### src/rtl/useq_pkg.sv
package useq_pkg;
  localparam int ADDR_W = 4;
  localparam int OPC_W  = 2;
  localparam int CTRL_W = 15;
  localparam int DEPTH  = 1 << ADDR_W;

  typedef struct packed {
    logic [CTRL_W-1:0] ctrl;
    logic [ADDR_W-1:0] nxt;
    logic              zmerge;
  } uword_t;

  // Fixed microprogram, bit 0 of ctrl is the dispatch request
  function automatic uword_t cs_word(input logic [ADDR_W-1:0] a);
    uword_t w;
    w = '0;
    case (a)
      4'h0: begin w.ctrl = 15'h0220; w.nxt = 4'h2; end
      4'h1: begin w.ctrl = 15'h0440; w.nxt = 4'h0; end
      4'h2: begin w.ctrl = 15'h0018; w.nxt = 4'h3; end
      4'h3: begin w.ctrl = 15'h0880; w.nxt = 4'h4; end
      4'h4: begin w.ctrl = 15'h0001; w.nxt = 4'h0; end
      4'h5: begin w.ctrl = 15'h0600; w.nxt = 4'h6; end
      4'h6: begin w.ctrl = 15'h0008; w.nxt = 4'h7; end
      4'h7: begin w.ctrl = 15'h4080; w.nxt = 4'h0; end
      4'h8: begin w.ctrl = 15'h0600; w.nxt = 4'h9; end
      4'h9: begin w.ctrl = 15'h0008; w.nxt = 4'ha; end
      4'ha: begin w.ctrl = 15'h3000; w.nxt = 4'hb; end
      4'hb: begin w.ctrl = 15'h4004; w.nxt = 4'h0; end
      4'hc: begin w.ctrl = 15'h0600; w.nxt = 4'hd; end
      4'hd: begin w.ctrl = 15'h2100; w.nxt = 4'he; end
      4'he: begin w.ctrl = 15'h0002; w.nxt = 4'h0; end
      default: begin w.ctrl = '0; w.nxt = 4'h0; w.zmerge = 1'b1; end
    endcase
    return w;
  endfunction
endpackage

### src/rtl/useq_rst_sync.sv
module useq_rst_sync #(
  parameter int STAGES = 2
) (
  input  logic clk,
  input  logic rst_n,
  output logic rst_sync_n
);
  logic [STAGES-1:0] sr_q;

  genvar g;
  generate
    for (g = 0; g < STAGES; g++) begin : g_stage
      always_ff @(posedge clk or negedge rst_n) begin
        if (!rst_n) sr_q[g] <= 1'b0;
        else        sr_q[g] <= (g == 0) ? 1'b1 : sr_q[(g == 0) ? 0 : g-1];
      end
    end
  endgenerate

  assign rst_sync_n = sr_q[STAGES-1];
endmodule

### src/rtl/useq_store.sv
module useq_store
  import useq_pkg::*;
(
  input  logic [ADDR_W-1:0] addr,
  output uword_t            word
);
  always_comb word = cs_word(addr);
endmodule

### src/rtl/useq_next_addr.sv
module useq_next_addr
  import useq_pkg::*;
(
  input  uword_t            cur,
  input  logic [OPC_W-1:0]  opcode,
  input  logic              acc_zero,
  output logic [ADDR_W-1:0] nxt_addr
);
  logic [ADDR_W-1:0] disp_addr;

  always_comb begin
    case (opcode)
      2'b00:   disp_addr = 4'h5;
      2'b01:   disp_addr = 4'h8;
      2'b10:   disp_addr = 4'hc;
      default: disp_addr = 4'hf;
    endcase
  end

  always_comb begin
    if (cur.ctrl[0])
      nxt_addr = disp_addr;
    else if (cur.zmerge)
      nxt_addr = cur.nxt | {{(ADDR_W-1){1'b0}}, acc_zero};
    else
      nxt_addr = cur.nxt;
  end
endmodule

### src/rtl/useq_ctrl.sv
module useq_ctrl
  import useq_pkg::*;
#(
  parameter int SYNC_STAGES = 2
) (
  input  logic              clk,
  input  logic              rst_n,
  input  logic [OPC_W-1:0]  opcode,
  input  logic              acc_zero,
  output logic [CTRL_W-1:0] ctrl,
  output logic [ADDR_W-1:0] upc
);
  localparam uword_t RESET_WORD = cs_word('0);

  logic              rs_n;
  logic [ADDR_W-1:0] csar_q, csar_d;
  uword_t            csir_q, csir_d;
  logic              adv_en;

  useq_rst_sync #(.STAGES(SYNC_STAGES)) u_rst (
    .clk(clk), .rst_n(rst_n), .rst_sync_n(rs_n)
  );

  useq_next_addr u_next (
    .cur(csir_q), .opcode(opcode), .acc_zero(acc_zero), .nxt_addr(csar_d)
  );

  useq_store u_store (.addr(csar_d), .word(csir_d));

  assign adv_en = 1'b1;

  always_ff @(posedge clk or negedge rs_n) begin
    if (!rs_n) begin
      csar_q <= '0;
      csir_q <= RESET_WORD;
    end else if (adv_en) begin
      csar_q <= csar_d;
      csir_q <= csir_d;
    end
  end

  assign ctrl = csir_q.ctrl;
  assign upc  = csar_q;

  // R2 fetch word is followed by the opcode read word
  p_fetch_r2: assert property (@(posedge clk) disable iff (!rs_n)
    upc == 4'h0 |=> upc == 4'h2);
  // R3 dispatch only lands on an instruction entry point
  p_dispatch_r3: assert property (@(posedge clk) disable iff (!rs_n)
    upc == 4'h4 |=> (upc == 4'h5 || upc == 4'h8 || upc == 4'hc || upc == 4'hf));
  p_disp_bit_r3: assert property (@(posedge clk) disable iff (!rs_n)
    ctrl[0] |-> upc == 4'h4);
  // R7 zero merge outcomes
  p_brz_taken_r7: assert property (@(posedge clk) disable iff (!rs_n)
    (upc == 4'hf && acc_zero) |=> upc == 4'h1);
  p_brz_fall_r7: assert property (@(posedge clk) disable iff (!rs_n)
    (upc == 4'hf && !acc_zero) |=> upc == 4'h0);
  // R8 taken branch word returns to fetch
  p_ret_r8: assert property (@(posedge clk) disable iff (!rs_n)
    upc == 4'h1 |=> upc == 4'h0);
  // R11 bus write and read never requested in one word
  p_rw_excl_r11: assert property (@(posedge clk) disable iff (!rs_n)
    !(ctrl[3] && ctrl[1]));
endmodule

### config.mk
export PLATFORM = sky130hd
export DESIGN_NAME = useq_ctrl
export DESIGN_NICKNAME = d
export VERILOG_FILES = /design/src/rtl/useq_pkg.sv /design/src/rtl/useq_rst_sync.sv /design/src/rtl/useq_store.sv /design/src/rtl/useq_next_addr.sv /design/src/rtl/useq_ctrl.sv
export SDC_FILE = /design/constraint.sdc
export NUM_CORES = 1
export LEC_CHECK = 0
export BUFFER_PORTS_ARGS = -buffer_cell sky130_fd_sc_hd__buf_2
export CAP_MARGIN = 20
export CORE_ASPECT_RATIO = 2
export CORE_MARGIN = 1.5
export CORE_UTILIZATION = 35
export DETAILED_ROUTE_END_ITERATION = 16
export GPL_TIMING_DRIVEN = 0
export HOLD_SLACK_MARGIN = 0.05
export PLACE_DENSITY_LB_ADDON = 0.3
export SKIP_CTS_REPAIR_TIMING = 1
export SLEW_MARGIN = 15
export SYNTH_ARGS = -nofsm -noshare
export SYNTH_HDL_FRONTEND = slang
export SYNTH_SLANG_ARGS = --single-unit
### constraint.sdc
create_clock -name clk -period 0.8 [get_ports clk]
set_input_delay 0.08 -clock clk [delete_from_list [all_inputs] [get_ports clk]]
set_output_delay 0.08 -clock clk [all_outputs]
set_load 0.05 [all_outputs]
======== After elaboration in Yosys (flattened, before gate mapping) ========
Cells that the tools add are included.
word-level totals
  word-level logic and storage cells ...... 31
  flip-flop bits (word level) ............. 26
cells by class
  eq/ne operators ......................... 16
  bitwise gates (word level) .............. 1
  reduce and logical (&&, ||, !) cells .... 3
  multiplexer cells ....................... 5
operators with widths
  kind                  number
  $pmux W19 S15         1
  $eq A4 B4 Y1 const B  7
  $eq A4 B3 Y1 const B  4
  $reduce_or A15 Y1     1
  $pmux W4 S3           1
  $eq A4 B2 Y1 const B  2
  $mux W4               2
  $eq A4 B1 Y1 const B  1
  $logic_not A4 Y1      1
  $or A4 B1 Y4          1
  $eq A2 B1 Y1 const B  1
  $eq A2 B2 Y1 const B  1
  $logic_not A2 Y1      1
  $mux W1               1

======== Logic depth before layout (Yosys ltp) ========
Gate-level depths: netlist of run 1.
  depth in word-level cells ............... 6
  gate-level depth with buffers ........... 6

======== Modules after synthesis ========
Synthesis of run 1 repeated with hierarchy kept, for this count alone.
second synthesis, totals
  cells, all modules ...................... 95
  area total of the unflattened synthesis .. 1097.3 µm²
modules (own cells, without submodules)
  module          times used  seq. area each (µm²)  area each (µm²)  cells an instance
  useq_ctrl       1           604.3                 716.9            39
  useq_store      1           0.0                   226.5            41
  useq_next_addr  1           0.0                   100.1            12
  useq_rst_sync   1           50.0                  53.8             3

======== Least setup slack after synthesis of run 1 ========
No wires, ideal clock.
  kind .................................... register -> register
  from .................................... register csir_q, in the netlist ctrl[0]
  to ...................................... register csir_q[2] in the netlist's numbering
  arrival ................................. 1.279 ns
  path buffers ............................ 1
  slack ................................... -0.564 ns
  period minus slack after synthesis ...... 1.364 ns
  stages on the path, launching flop included .. 6
  required time ........................... 0.715 ns
  cell sequence ........................... dfrtp_1 buf_6 mux2_4 a211oi_2 o31ai_1 o221ai_1
RTL lines
  element                 line             text
  start, declared         useq_ctrl.sv:17  uword_t csir_q, csir_d;
  start signal, assigned  useq_ctrl.sv:38  csir_q <= csir_d;

==> results of run 1 <==
[synth_stat cells (all sizes together), types with 2 or more instances]
cell type,instances
o21ai,2
nor2,13
nand3,2
nand2,5
inv,5
nand2b,2
and3,2
ha,5
dfrtp,23
mux2i,3
nor3,2
o31ai,3
dfstp,3
a211oi,4
a21oi,5
buf,18
[through the flow]
step	TNS, ns	instances	util
finish	-15.44	182	0.5035
global route	-16.79	182	0.5035
CTS	-24.04	185	0.4334
detailed placement	-19.18	181	0.4134
global placement	-18.21	181	0.4134
floorplan	-9.851	109	-
[critical path, cell delays in order, from the launching register on]
cell	delay, ns
dfrtp_2	0.50
buf_6	0.17
mux2_4	0.36
a211oi_2	0.15
o31ai_1	0.09
o221ai_1	0.09
[sequential cells by signal (all words and copies together) (netlist names)]
signal and count:
ctrl 15, csir_q 5, upc 4, u_rst.rst_sync_n 1, u_rst.sr_q 1
[worst max path at each step]
stage | start | to | cells past startpoint
after floorplan | ctrl[0]$_DFF_PN0_ | ctrl[9]$_DFF_PN1_ | 4
after global placement | ctrl[0]$_DFF_PN0_ | ctrl[9]$_DFF_PN1_ | 4
after detailed placement | ctrl[0]$_DFF_PN0_ | ctrl[9]$_DFF_PN1_ | 4
after CTS | ctrl[0]$_DFF_PN0_ | ctrl[9]$_DFF_PN1_ | 4
after global routing | ctrl[0]$_DFF_PN0_ | ctrl[9]$_DFF_PN1_ | 4
final | ctrl[0]$_DFF_PN0_ | csir_q[2]$_DFF_PN1_ | 5
[kinds of logic (layout without fill, tap and decap cells)]
family	count (synthesis)	count (layout)	synth area share
buffers and inverters	23	46	0.1301
AOI/OAI and AO/OA	22	22	0.1667
other	1	1	0.002887
and+or+nand+nor	28	28	0.1137
adders and majority gates	5	5	0.04817
DFF	26	26	0.5039
muxes	4	5	0.03468
[cells in the final DEF (no fill, tap or decap), types with 2 or more instances in the layout]
master	synthesis	final
dfrtp_1	23	21
dfstp_2	3	3
dfrtp_2	0	2
buf_4	15	7
nand2_4	0	2
buf_6	2	7
a211oi_2	3	3
o21ai_2	0	2
buf_8	1	15
inv_1	3	3
nor2_2	1	3
mux2_4	1	2
buf_2	0	6
o31ai_1	3	3
nand2_1	3	2
nand3_1	2	2
clkbuf_8	0	3
a21oi_1	5	4
nor2_1	12	9
ha_1	5	5
mux2i_1	3	3
[cell type report]
class | instances | area (um^2)
Fill cell | 325 | 1772
Sequential cell | 26 | 656.9
Multi-Input combinational cell | 61 | 561.8
Timing Repair Buffer | 33 | 376.6
Tap cell | 49 | 61.31
Buffer | 4 | 45.04
Clock buffer | 3 | 41.29
Clock inverter | 1 | 30.03
Inverter | 5 | 23.77
[routing by layer]
metal | wire, um | track usage | vias to the layer above
li1 | - | - | 409
met1 | 952 | 0.1210 | 423
met2 | 1532 | 0.2247 | 21
met3 | 37 | 0.01818 | 7
met4 | 69 | 0.07532 | 0
met5 | 0 | 0 | -
==> run_results.csv, run 1 <==
group,metric,value,unit
global_routing,grt_max_degree,25,
logic_synthesis,yosysWarningCount,0,
layout,nets,144,
placed_design,place.gp.congestion,0.9569,
drt,routedWlPerCell,14.24,um
clock_tree,cts_buffer_depth,2,
clock_tree,clkLatencyLatePin,0.27,ns
placed_design,hpwl,1790,um
hold_path,hold_class,"input pin to asynchronous set/reset pin",
clock_tree,htreeDepth,1,
sta,hold_viol,0,
status,outcome,"complete, but fails checks",
logic_synthesis,synth-edff-count,0,
critical_path,r2r_start,"ctrl[0]$_DFF_PN0_",
sta,final.min_clock_period,1.437,ns
clock_tree,numClockSinks,26,
logic_synthesis,syn-num-nets,119,
sta,setup_viol,43,
floorplanning,die_w,46.08,um
global_routing,overflow,0,
drt,vias_per_cell,4.725,
logic_synthesis,async_reset_ff_frac,1.000,
sta,hold_slack,0.1173,ns
layout,drive_gt1_frac,0.5564,
placed_design,io_buffers,23,
sta,fin_skew,0.003779,ns
critical_path,r2r_end,"csir_q[2]$_DFF_PN1_",
sta,max_freq,695.8,MHz
layout,final_area,0.001797,mm^2
drt,final_antenna_net_count,0,
clock_tree,numCtsBuffers,3,
drt,num_vias,860,
critical_path,ff2ff_path_depth,5,
critical_path,path_class,"register to register",
floorplanning,io_pins,24,
placed_design,post-place-ws,-0.7575,ns
layout,area_growth,38.34,%
logic_synthesis,avgSynthCellArea,11.92,um^2
logic_synthesis,synth_area,0.001299,mm^2
global_routing,grt_pass1_wl,3532,um
drt,finalWirelength,2592,um
status,violations,"setup timing",
drt,firstDrtPassIters,4,
global_routing,grt_pass1_vias,764,
clock_tree,tritoncts,"done",
global_routing,track_usage,0.1231,
sta,fin_ws,-0.6373,ns
sta,slew_violations,0,
clock_tree,clkTransAtPathRegs,0.09,ns
floorplanning,core_area,0.003568,mm^2
floorplanning,start_util,0.3640,
sta,rsz0062_at_grt,"yes",
drt,drcViolationCount,0,
critical_path,crit_required,0.99,ns
critical_path,endpoint_kind,"register",
logic_synthesis,synth.ff_latch_count,26,
floorplanning,die_area,0.004107,mm^2
critical_path,path_max_fanout,7,
logic_synthesis,netlist.area_leader.share,0.4432,
layout,diodes,0,
drt,drt_iter0_markers,10,
placed_design,placed_cell_area,0.001475,mm^2
floorplanning,die_h,89.15,um
clock_tree,cts-root-buf,"clkbuf_8",
logic_synthesis,synth_area_leaders,"dfrtp_1, buf_4, dfstp_2",
logic_synthesis,netlist_instances,109,
logic_synthesis,yosys.area.top_type,"dfrtp_1",
critical_path,cp.arrival,1.63,ns
global_routing,antenna_found_initial,0,
sta,min_period_over_period,1.797,
critical_path,ff2ff_setup_slack,-0.64,ns
logic_synthesis,yosysSeqAreaShare,0.5039,
floorplanning,rows,31,
run,drv_cap,0,
logic_synthesis,synth_cell_types,37,
logic_synthesis,ys.flop_type,"dfrtp_1",
critical_path,start_kind,"register",
Power of run 1 is left out: the tool's default activity adds up to more than one toggle a clock period on the data nets, which glitch-free logic cannot reach.
==> inputs of run 2 (changes only) <==
--- a/config.mk
+++ b/config.mk
@@ -7,6 +7,8 @@
 export LEC_CHECK = 0
 export BUFFER_PORTS_ARGS = -buffer_cell sky130_fd_sc_hd__buf_2
 export CAP_MARGIN = 20
+export CELL_PAD_IN_SITES_DETAIL_PLACEMENT = 1
+export CELL_PAD_IN_SITES_GLOBAL_PLACEMENT = 1
 export CORE_ASPECT_RATIO = 2
 export CORE_MARGIN = 1.5
 export CORE_UTILIZATION = 35
==> run 2 against run 1 <==
Net effect:
- the run still ends with setup timing left
- final cell count is 6.0% higher
- hold slack got worse by 0.011 ns
- core utilization grew 3.4 points
- design area rose by 6.8%
- die area unchanged
- non-clock buffer count grew 10
- register-to-register slack lost 0.09 ns
- largest cell class unchanged
- highest routed layer unchanged
==> run_results.csv, run 2 (synthesized netlist as in run 1, its figures left out) <==
group,metric,value,unit
status,outcome,"complete, but fails checks",
status,violations,"setup timing",
critical_path,path_class,"register to register",
critical_path,ff2ff_path_depth,6,
drt,vias_per_cell,4.922,
sta,max_freq,656.8,MHz
layout,utilization,0.5379,
critical_path,cp.arrival,1.71,ns
sta,relSlewSlack,0.6485,
floorplanning,rows,31,
layout,final_cell_mix,"dfrtp_1, buf_8, buf_4",
layout,finalNonFillerCells,193,
floorplanning,die_w,46.08,um
clock_tree,tritoncts,"done",
floorplanning,die_h,89.15,um
global_routing,overflow,0,
clock_tree,clkLatencyLatePin,0.27,ns
critical_path,start_kind,"register",
layout,final_area,0.001919,mm^2
layout,final_common_cell,"dfrtp_1",
hold_path,hold_class,"input pin to asynchronous set/reset pin",
layout,largest_reg_flops,15,
placed_design,hpwl,2089,um
critical_path,path_max_fanout,7,
clock_tree,numClockSinks,26,
critical_path,ff2ff_setup_slack,-0.72,ns
floorplanning,io_pins,24,
floorplanning,start_util,0.3640,
run,drv_cap,0,
clock_tree,htreeDepth,1,
critical_path,critPathCapture,"csir_q[2]$_DFF_PN1_",
sta,final.min_clock_period,1.522,ns
sta,worst_slew_pin_slew,0.5272,ns
critical_path,r2r_start,"ctrl[0]$_DFF_PN0_",
global_routing,grt_pass1_vias,936,
clock_tree,cts-root-buf,"clkbuf_8",
layout,area_growth,47.78,%
clock_tree,numCtsBuffers,3,
drt,finalWirelength,3488,um
sta,rsz0062_at_grt,"yes",
sta,hold_viol,0,
placed_design,io_buffers,23,
floorplanning,core_area,0.003568,mm^2
placed_design,place_inst,181,
clock_tree,cts_buffer_depth,2,
layout,drive_gt1_frac,0.6250,
layout,nets,155,
layout,diodes,0,
clock_tree,clkTransAtPathRegs,0.09,ns
sta,fin_tns_setup,-16.30,ns
critical_path,critPathLaunch,"ctrl[0]$_DFF_PN0_",
critical_path,endpoint_kind,"register",
drt,final_antenna_net_count,0,
drt,routedWlPerCell,18.07,um
sta,min_period_over_period,1.903,
global_routing,grt_pass1_wl,4236,um
sta,setup_viol,43,
drt,num_vias,950,
placed_design,place.gp.congestion,0.8841,
floorplanning,die_area,0.004107,mm^2
sta,slew_violations,0,
global_routing,track_usage,0.1438,
sta,fin_skew,0.002358,ns
critical_path,crit_required,0.99,ns
critical_path,r2r_end,"csir_q[2]$_DFF_PN1_",
placed_design,placed_cell_area,0.001475,mm^2
drt,drt_iter0_markers,33,
global_routing,grt_max_degree,25,
sta,fin_ws,-0.7225,ns
drt,firstDrtPassIters,4,
global_routing,antenna_found_initial,0,
drt,drcViolationCount,0,
==> run 2: through the flow <==
| step | setup WS [ns] | hold slack [ns] |
|---|---|---|
| 2_1_floorplan | -0.5342 | -0.2156 |
| 3_3_place_gp | -0.7341 | -0.1348 |
| 3_5_place_dp | -0.7665 | -0.1334 |
| 4_1_cts | -0.7821 | -0.4254 |
| 5_1_grt | -0.7945 | 0.1259 |
| 6_report | -0.7225 | 0.1059 |
==> run 2: layer usage <==
metal / wire length (um) / share of wire / vias up / GRT usage
met2: 2135 / 0.61 / 25 / 0.2652
met1: 1134 / 0.33 / 488 / 0.1407
met3: 89 / 0.026 / 12 / 0.01818
met5: 0 / 0 / - / 0
met4: 129 / 0.037 / 0 / 0.08831
li1: - / - / 425 / -
==> run 2: cell type report <==
class	instances	area (um^2)
Fill cell	387	1649
Tap cell	49	61.31
Inverter	5	26.28
Clock buffer	4	55.05
Timing Repair inverter	1	6.256
Timing Repair Buffer	43	475.5
Multi-Input combinational cell	61	593.1
Buffer	4	45.04
Sequential cell	26	656.9
==> run 2: worst min path at each step <==
stage	from	slack, ns	end
6_report	rst_n	0.11	u_rst.rst_sync_n$_DFF_PN0_
2_1_floorplan	rst_n	-0.22	u_rst.rst_sync_n$_DFF_PN0_
3_3_place_gp	rst_n	-0.13	u_rst.rst_sync_n$_DFF_PN0_
5_1_grt	rst_n	0.13	u_rst.rst_sync_n$_DFF_PN0_
3_5_place_dp	rst_n	-0.13	u_rst.rst_sync_n$_DFF_PN0_
4_1_cts	rst_n	-0.43	u_rst.sr_q[0]$_DFF_PN0_
==> run 2: critical path, cell delays in order (launching register included) <==
cell      delay, ns
dfrtp_2        0.50
buf_4          0.17
inv_2          0.08
o32ai_4        0.11
buf_6          0.15
o31ai_2        0.26
o221ai_2       0.16
Power of run 2 is left out for the same reason.
